$ cat src/rtl/opfwd_pkg.sv
// Shared encodings for the operand forwarding control.
// Assumes the fixed instruction layout: opcode [31:26], rc [25:21],
// ra [20:16], rb [15:11]; register 31 is the hard-wired zero register.
package opfwd_pkg;

    localparam int INSN_W  = 32;
    localparam int OPC_W   = 6;
    localparam int REG_AW  = 5;
    localparam int OPC_LO  = 26;
    localparam int RC_LO   = 21;
    localparam int RA_LO   = 16;
    localparam int RB_LO   = 11;
    localparam logic [REG_AW-1:0] ZERO_REG = '1;

    typedef enum logic [1:0] {
        SRC_RF  = 2'd0,
        SRC_ALU = 2'd1,
        SRC_WB  = 2'd2
    } fwd_src_e;

    // Register-operate class: top two opcode bits are 10.
    function automatic logic is_reg_op(input logic [OPC_W-1:0] opc);
        return opc[OPC_W-1 -: 2] == 2'b10;
    endfunction

    // Literal-operate class: top two opcode bits are 11.
    function automatic logic is_lit_op(input logic [OPC_W-1:0] opc);
        return opc[OPC_W-1 -: 2] == 2'b11;
    endfunction

endpackage

$ cat src/rtl/opfwd_match.sv
// Compares one source register against the two in-flight destinations.
// USE_B selects the operand-B rule, where only register-operate
// consumers take part, because a literal-operate consumer uses a constant.
// Assumes the caller has already decoded the instruction classes.
module opfwd_match
    import opfwd_pkg::*;
#(
    parameter bit USE_B = 1'b0
) (
    input  logic [REG_AW-1:0] src_reg,
    input  logic              rf_reg_op,
    input  logic              rf_lit_op,
    input  logic              alu_is_op,
    input  logic [REG_AW-1:0] alu_rc,
    input  logic              wb_we,
    input  logic [REG_AW-1:0] wb_wa,
    output logic              hit_alu,
    output logic              hit_wb
);

    logic eligible;

    // Decide whether this consumer reads its register for this operand.
    always_comb begin
        if (USE_B) eligible = rf_reg_op;
        else       eligible = rf_reg_op | rf_lit_op;
    end

    // Raise a hit per source; the zero register never forwards.
    always_comb begin
        hit_alu = eligible && (src_reg != ZERO_REG) && alu_is_op && (src_reg == alu_rc);
        hit_wb  = eligible && (src_reg != ZERO_REG) && wb_we && (src_reg == wb_wa);
    end

endmodule

$ cat src/rtl/opfwd_prio.sv
// Turns the two hit flags into a select code; the younger ALU-stage
// value outranks the older write-back value. Assumes hits are pre-qualified.
module opfwd_prio
    import opfwd_pkg::*;
(
    input  logic     hit_alu,
    input  logic     hit_wb,
    output fwd_src_e sel
);

    // Priority pick: ALU stage, then write-back, then the register file.
    always_comb begin
        if (hit_alu)     sel = SRC_ALU;
        else if (hit_wb) sel = SRC_WB;
        else             sel = SRC_RF;
    end

endmodule

$ cat src/rtl/opfwd_mux.sv
// Three-way operand multiplexer driven by a forwarding select.
// Assumes sel only carries the three defined codes.
module opfwd_mux
    import opfwd_pkg::*;
#(
    parameter int DATA_W = 32
) (
    input  fwd_src_e          sel,
    input  logic [DATA_W-1:0] from_rf,
    input  logic [DATA_W-1:0] from_alu,
    input  logic [DATA_W-1:0] from_wb,
    output logic [DATA_W-1:0] dout
);

    // Route the selected source to the output.
    always_comb begin
        unique case (sel)
            SRC_ALU: dout = from_alu;
            SRC_WB:  dout = from_wb;
            default: dout = from_rf;
        endcase
    end

endmodule

$ cat src/rtl/opfwd_unit.sv
// Operand forwarding control for a four-stage pipeline, plus the operand
// muxes and the ALU-stage operand registers they feed.
// Assumes the ALU-stage instruction writes its rc exactly when it is an
// operate instruction, and that wb_we/wb_wa describe the write this cycle.
module opfwd_unit
    import opfwd_pkg::*;
#(
    parameter int DATA_W = 32
) (
    input  logic              clk,
    input  logic              rst_n,
    input  logic [INSN_W-1:0] rf_insn,
    input  logic [DATA_W-1:0] rf_rd1,
    input  logic [DATA_W-1:0] rf_rd2,
    input  logic [INSN_W-1:0] alu_insn,
    input  logic [DATA_W-1:0] alu_y,
    input  logic              wb_we,
    input  logic [REG_AW-1:0] wb_wa,
    input  logic [DATA_W-1:0] wb_wd,
    output logic [1:0]        sel_a,
    output logic [1:0]        sel_b,
    output logic [DATA_W-1:0] opnd_a,
    output logic [DATA_W-1:0] opnd_b
);

    localparam int NUM_OPND = 2;

    logic [OPC_W-1:0]  rf_opc;
    logic [OPC_W-1:0]  alu_opc;
    logic [REG_AW-1:0] alu_rc;
    logic              rf_reg_op;
    logic              rf_lit_op;
    logic              alu_is_op;

    logic [REG_AW-1:0] src_reg [NUM_OPND];
    logic [DATA_W-1:0] rd_val  [NUM_OPND];
    logic [DATA_W-1:0] opnd_d  [NUM_OPND];
    logic [DATA_W-1:0] opnd_q  [NUM_OPND];
    fwd_src_e          sel_v   [NUM_OPND];

    logic unused_insn_bits;

    // Pull the fields this block needs out of both instruction words.
    always_comb begin
        rf_opc     = rf_insn[OPC_LO +: OPC_W];
        alu_opc    = alu_insn[OPC_LO +: OPC_W];
        alu_rc     = alu_insn[RC_LO +: REG_AW];
        src_reg[0] = rf_insn[RA_LO +: REG_AW];
        src_reg[1] = rf_insn[RB_LO +: REG_AW];
        rd_val[0]  = rf_rd1;
        rd_val[1]  = rf_rd2;
        rf_reg_op  = is_reg_op(rf_opc);
        rf_lit_op  = is_lit_op(rf_opc);
        alu_is_op  = is_reg_op(alu_opc) | is_lit_op(alu_opc);
    end

    // Mark the instruction bits that carry no forwarding information.
    assign unused_insn_bits = ^{rf_insn[RC_LO +: REG_AW], rf_insn[RB_LO-1:0],
                                alu_insn[RC_LO-1:0]};

    for (genvar k = 0; k < NUM_OPND; k++) begin : g_opnd
        logic hit_alu;
        logic hit_wb;

        opfwd_match #(
            .USE_B (k == 1)
        ) u_match (
            .src_reg   (src_reg[k]),
            .rf_reg_op (rf_reg_op),
            .rf_lit_op (rf_lit_op),
            .alu_is_op (alu_is_op),
            .alu_rc    (alu_rc),
            .wb_we     (wb_we),
            .wb_wa     (wb_wa),
            .hit_alu   (hit_alu),
            .hit_wb    (hit_wb)
        );

        opfwd_prio u_prio (
            .hit_alu (hit_alu),
            .hit_wb  (hit_wb),
            .sel     (sel_v[k])
        );

        opfwd_mux #(
            .DATA_W (DATA_W)
        ) u_mux (
            .sel      (sel_v[k]),
            .from_rf  (rd_val[k]),
            .from_alu (alu_y),
            .from_wb  (wb_wd),
            .dout     (opnd_d[k])
        );

        // Capture the chosen operand for the ALU stage.
        always_ff @(posedge clk) begin
            if (!rst_n) opnd_q[k] <= '0;
            else        opnd_q[k] <= opnd_d[k];
        end
    end

    // Drive the output ports from the per-operand arrays.
    always_comb begin
        sel_a  = sel_v[0];
        sel_b  = sel_v[1];
        opnd_a = opnd_q[0];
        opnd_b = opnd_q[1];
    end

endmodule

$ cat config.mk
export PLATFORM = sky130hd
export DESIGN_NAME = opfwd_unit
export DESIGN_NICKNAME = d
export VERILOG_FILES = /design/src/rtl/opfwd_pkg.sv /design/src/rtl/opfwd_match.sv /design/src/rtl/opfwd_prio.sv /design/src/rtl/opfwd_mux.sv /design/src/rtl/opfwd_unit.sv
export SDC_FILE = /design/constraint.sdc
export NUM_CORES = 1
export LEC_CHECK = 0
export BUFFER_PORTS_ARGS = -buffer_cell sky130_fd_sc_hd__buf_2
export CORE_AREA = 5 5 101 103
export DETAILED_ROUTE_END_ITERATION = 10
export DIE_AREA = 0 0 106 108
export GPL_ROUTABILITY_DRIVEN = 0
export GPL_TIMING_DRIVEN = 0
export PLACE_DENSITY = 0.72
export SYNTH_ARGS = -nofsm -noshare
export SYNTH_HDL_FRONTEND = slang
export SYNTH_SLANG_ARGS = --single-unit
$ cat constraint.sdc
create_clock -name clk -period 1.9 [get_ports clk]
set_input_delay 0 -clock clk [delete_from_list [all_inputs] [get_ports clk]]
set_output_delay 0 -clock clk [all_outputs]
set_load 0.005 [all_outputs]
==> flow_summary_export.csv <==
group,metric,value,unit
status,status,"completed",
cells_and_area,seqCellArea,1280,um2
route,routedWlPerCell,18.0,um
cells_and_area,largest_register_ffs,64,
synth,syn_nets,530,
sta,timing.fmax,0.566,GHz
global_route,grt_pass1_vias,4546,
cells_and_area,final_area,5780,um2
die,die_w,106,um
route,drt-initial-drc-count,157,
route,avgViaCountPerCell,5.16,
global_route,grtUsageTotal,24.7,%
die,die-area,11400,um2
synth,ys_top_cells_by_area,"dfxtp_1 43%, a221o_1 11%, nand2_1 8.3%",
cells_and_area,top_regs,"opnd_q: 64 flops",
synth,synth_top_cell_area_share,42.7,%
clocking,numCtsBuffers,9,
synth,synth_xor_area_share,5.84,%
synth,netlist_area,3000,um2
power,p_leak,2.83,nW
worst_setup_path,crit_fanout,10,
synth,async_flop_share,0,%
synth,synth_cells,330,
clocking,cts_tree,"done",
synth,synthTopCellsByCount,"66 x nand2_1, 64 x dfxtp_1, 32 x a221o_1, 32 x a31oi_1, 32 x o21ai_1",
synth,synth_edf_count,0,
cells_and_area,syn_to_final_growth,92.5,%
synth,yosys.area_share.adder,0,%
clocking,clk_path_buf_depth,2,
power,peakVddDrop,0.299,mV
clocking,clk_pin_slew,0.08,ns
global_route,gr-total-overflow,0,
synth,yosys.cell_count.top_type,"nand2_1",
synth,yosys.area_share.simple,20.9,%
placed_design,dpl_cell_area,4250,um2
cells_and_area,nets,896,
die,pin_count,268,
synth,muxShareOfSynthArea,0,%
worst_setup_path,critPathCaptureType,"register",
clocking,htreeDepth,3,
clocking,cts_setup_buffers,0,
synth,synth_area_leader_cell,"dfxtp_1",
worst_setup_path,crit_type,"in2reg",
route,drt-total-wl,14600,um
cells_and_area,nFillCells,747,
cells_and_area,multi_input_area,1530,um2
global_route,grt_max_degree,11,
route,dr.pass1.iters,5,
sta,setup_viol,0,
sta,worstMarginPinSlew,0.576,ns
cells_and_area,top_register,"opnd_q",
worst_setup_path,cp-start-kind,"input port",
route,vias,4196,
synth,ys_seq_area_share,42.7,%
placed_design,dp_hpwl,8970,um
die,num_rows,35,
clocking,cts_root_buffer,"clkbuf_8",
worst_hold_path,hp-start,"rst_n",
die,core_area,9110,um2
cells_and_area,drive_gt1_share,41.7,%
placed_design,portBuffers,221,
sta,min_period,1.77,ns
synth,synth-main-ff-cell,"dfxtp_1",
synth,ys_ff_latch,64,
worst_setup_path,arrival,2.00,ns
sta,worst_hold_slack,0.270,ns
die,start_util,33.0,%
global_route,grt_antenna_before_repair,0,
sta,relSlewSlack,61.6,%
sta,rsz0062_at_grt,"no",
route,drc_errors,0,
sta,drv_slew,0,
synth,synth_cell_types,31,
clocking,cts_sinks,64,
power,powerDensity,565,nW/um2
route,ant_nets,0,
worst_hold_path,min_path_cells,4,
job,drv_cap,0,
synth,yosys_warnings,0,
worst_setup_path,critPathLaunch,"rf_insn[13]",
worst_hold_path,hp-class,"in2reg",
sta,hold_viol,0,
die,die_h,108,um
synth,avgSynthCellArea,9.10,um2
sta,setup_tns,0,ns
worst_setup_path,crit_required,2.13,ns
synth,synth_compound_area_share,23.9,%
global_route,grt_pass1_wl,22300,um
synth,synth_top_family_by_area,"compound AO/OA/AOI/OAI gates",
sta,fin_crit_sh,93.0,%
final cells by class:
class	instances	share of cell area [%]
multi-input cells	235	26.5
clock inverters	3	0.303
plain buffers	28	3.29
clock buffers	12	2.69
flip-flops and latches	64	22.2
well taps	111	2.40
repair buffers	355	42.4
diodes	2	0.0866
inverters	3	0.195
per-layer routing:
| metal | vias up | part of all wire (%) | GRT usage [%] |
|---|---|---|---|
| met1 | 1918 | 35 | 25.8 |
| met2 | 287 | 51 | 44.9 |
| met5 | - | 0 | 0 |
| met4 | 0 | 5.1 | 14.7 |
| met3 | 70 | 8.8 | 6.27 |
| li1 | 1921 | - | - |
path summary, 6_finish.rpt:
| kind | end |
|---|---|
| worst min-delay path | opnd_q[1][28] |
| worst max-delay path | opnd_q[1][9] |
kinds of logic (layout without fill, tap and decap cells):
kind of cell,Yosys count,count (layout)
AND/OR/NAND/NOR,116,116
buffers and inverters,31,401
flip-flops,64,64
XOR/XNOR,20,20
AO/OA/AOI/OAI,99,99
other,0,2
cell usage in the layout (no fill, tap or decap), types with 2 or more instances in the layout:
cell             n
o21ai_1         32
nor4_2           2
buf_4            5
nor2_1           3
buf_6            6
clkbuf_8        11
and2_1           3
dlygate4sd1_1    3
and3_1           2
a31oi_1         32
xnor2_1          8
clkbuf_1        10
clkinv_2         2
and2_2          30
xor2_1          12
dlygate4sd3_1  134
nand2_1         66
dfxtp_1         64
diode_2          2
nand4_1          2
a221o_1         32
buf_2          225
per-stage QoR:
step	total power (W)	instances	worst slack (ns)	utilization [%]
3_5_place_dp	0.00197	662	0.128	46.6
3_3_place_gp	0.00196	662	0.150	46.6
5_1_grt	0.00339	811	0.0177	63.4
4_1_cts	0.00324	811	0.0113	63.2
6_report	0.00326	813	0.134	63.4
2_1_floorplan	0.00165	330	0.571	-
where the power goes:
group / switching, W / internal (W)
Clock: 0.000546 / 0.000534
Sequential: 0.0000188 / 0.00142
Combinational: 0.000294 / 0.000449
worst max-delay path, stage by stage:
cell and delay, ns:
buf_2 0.13, and3_1 0.19, a311oi_2 0.30, nand4_1 0.15
buf_2 0.23, buf_2 0.22, o21ai_1 0.14, a31oi_1 0.05
dlygate4sd3_1 0.59
timing repair:
item | CTS | global route
hold buffers | 134 | 0
endpoints found under the setup margin | 0 | 5
resized for setup | 0 | 4
endpoints found under the hold margin | 64 | 0
No activity file was read; power rests on OpenSTA's default activity.
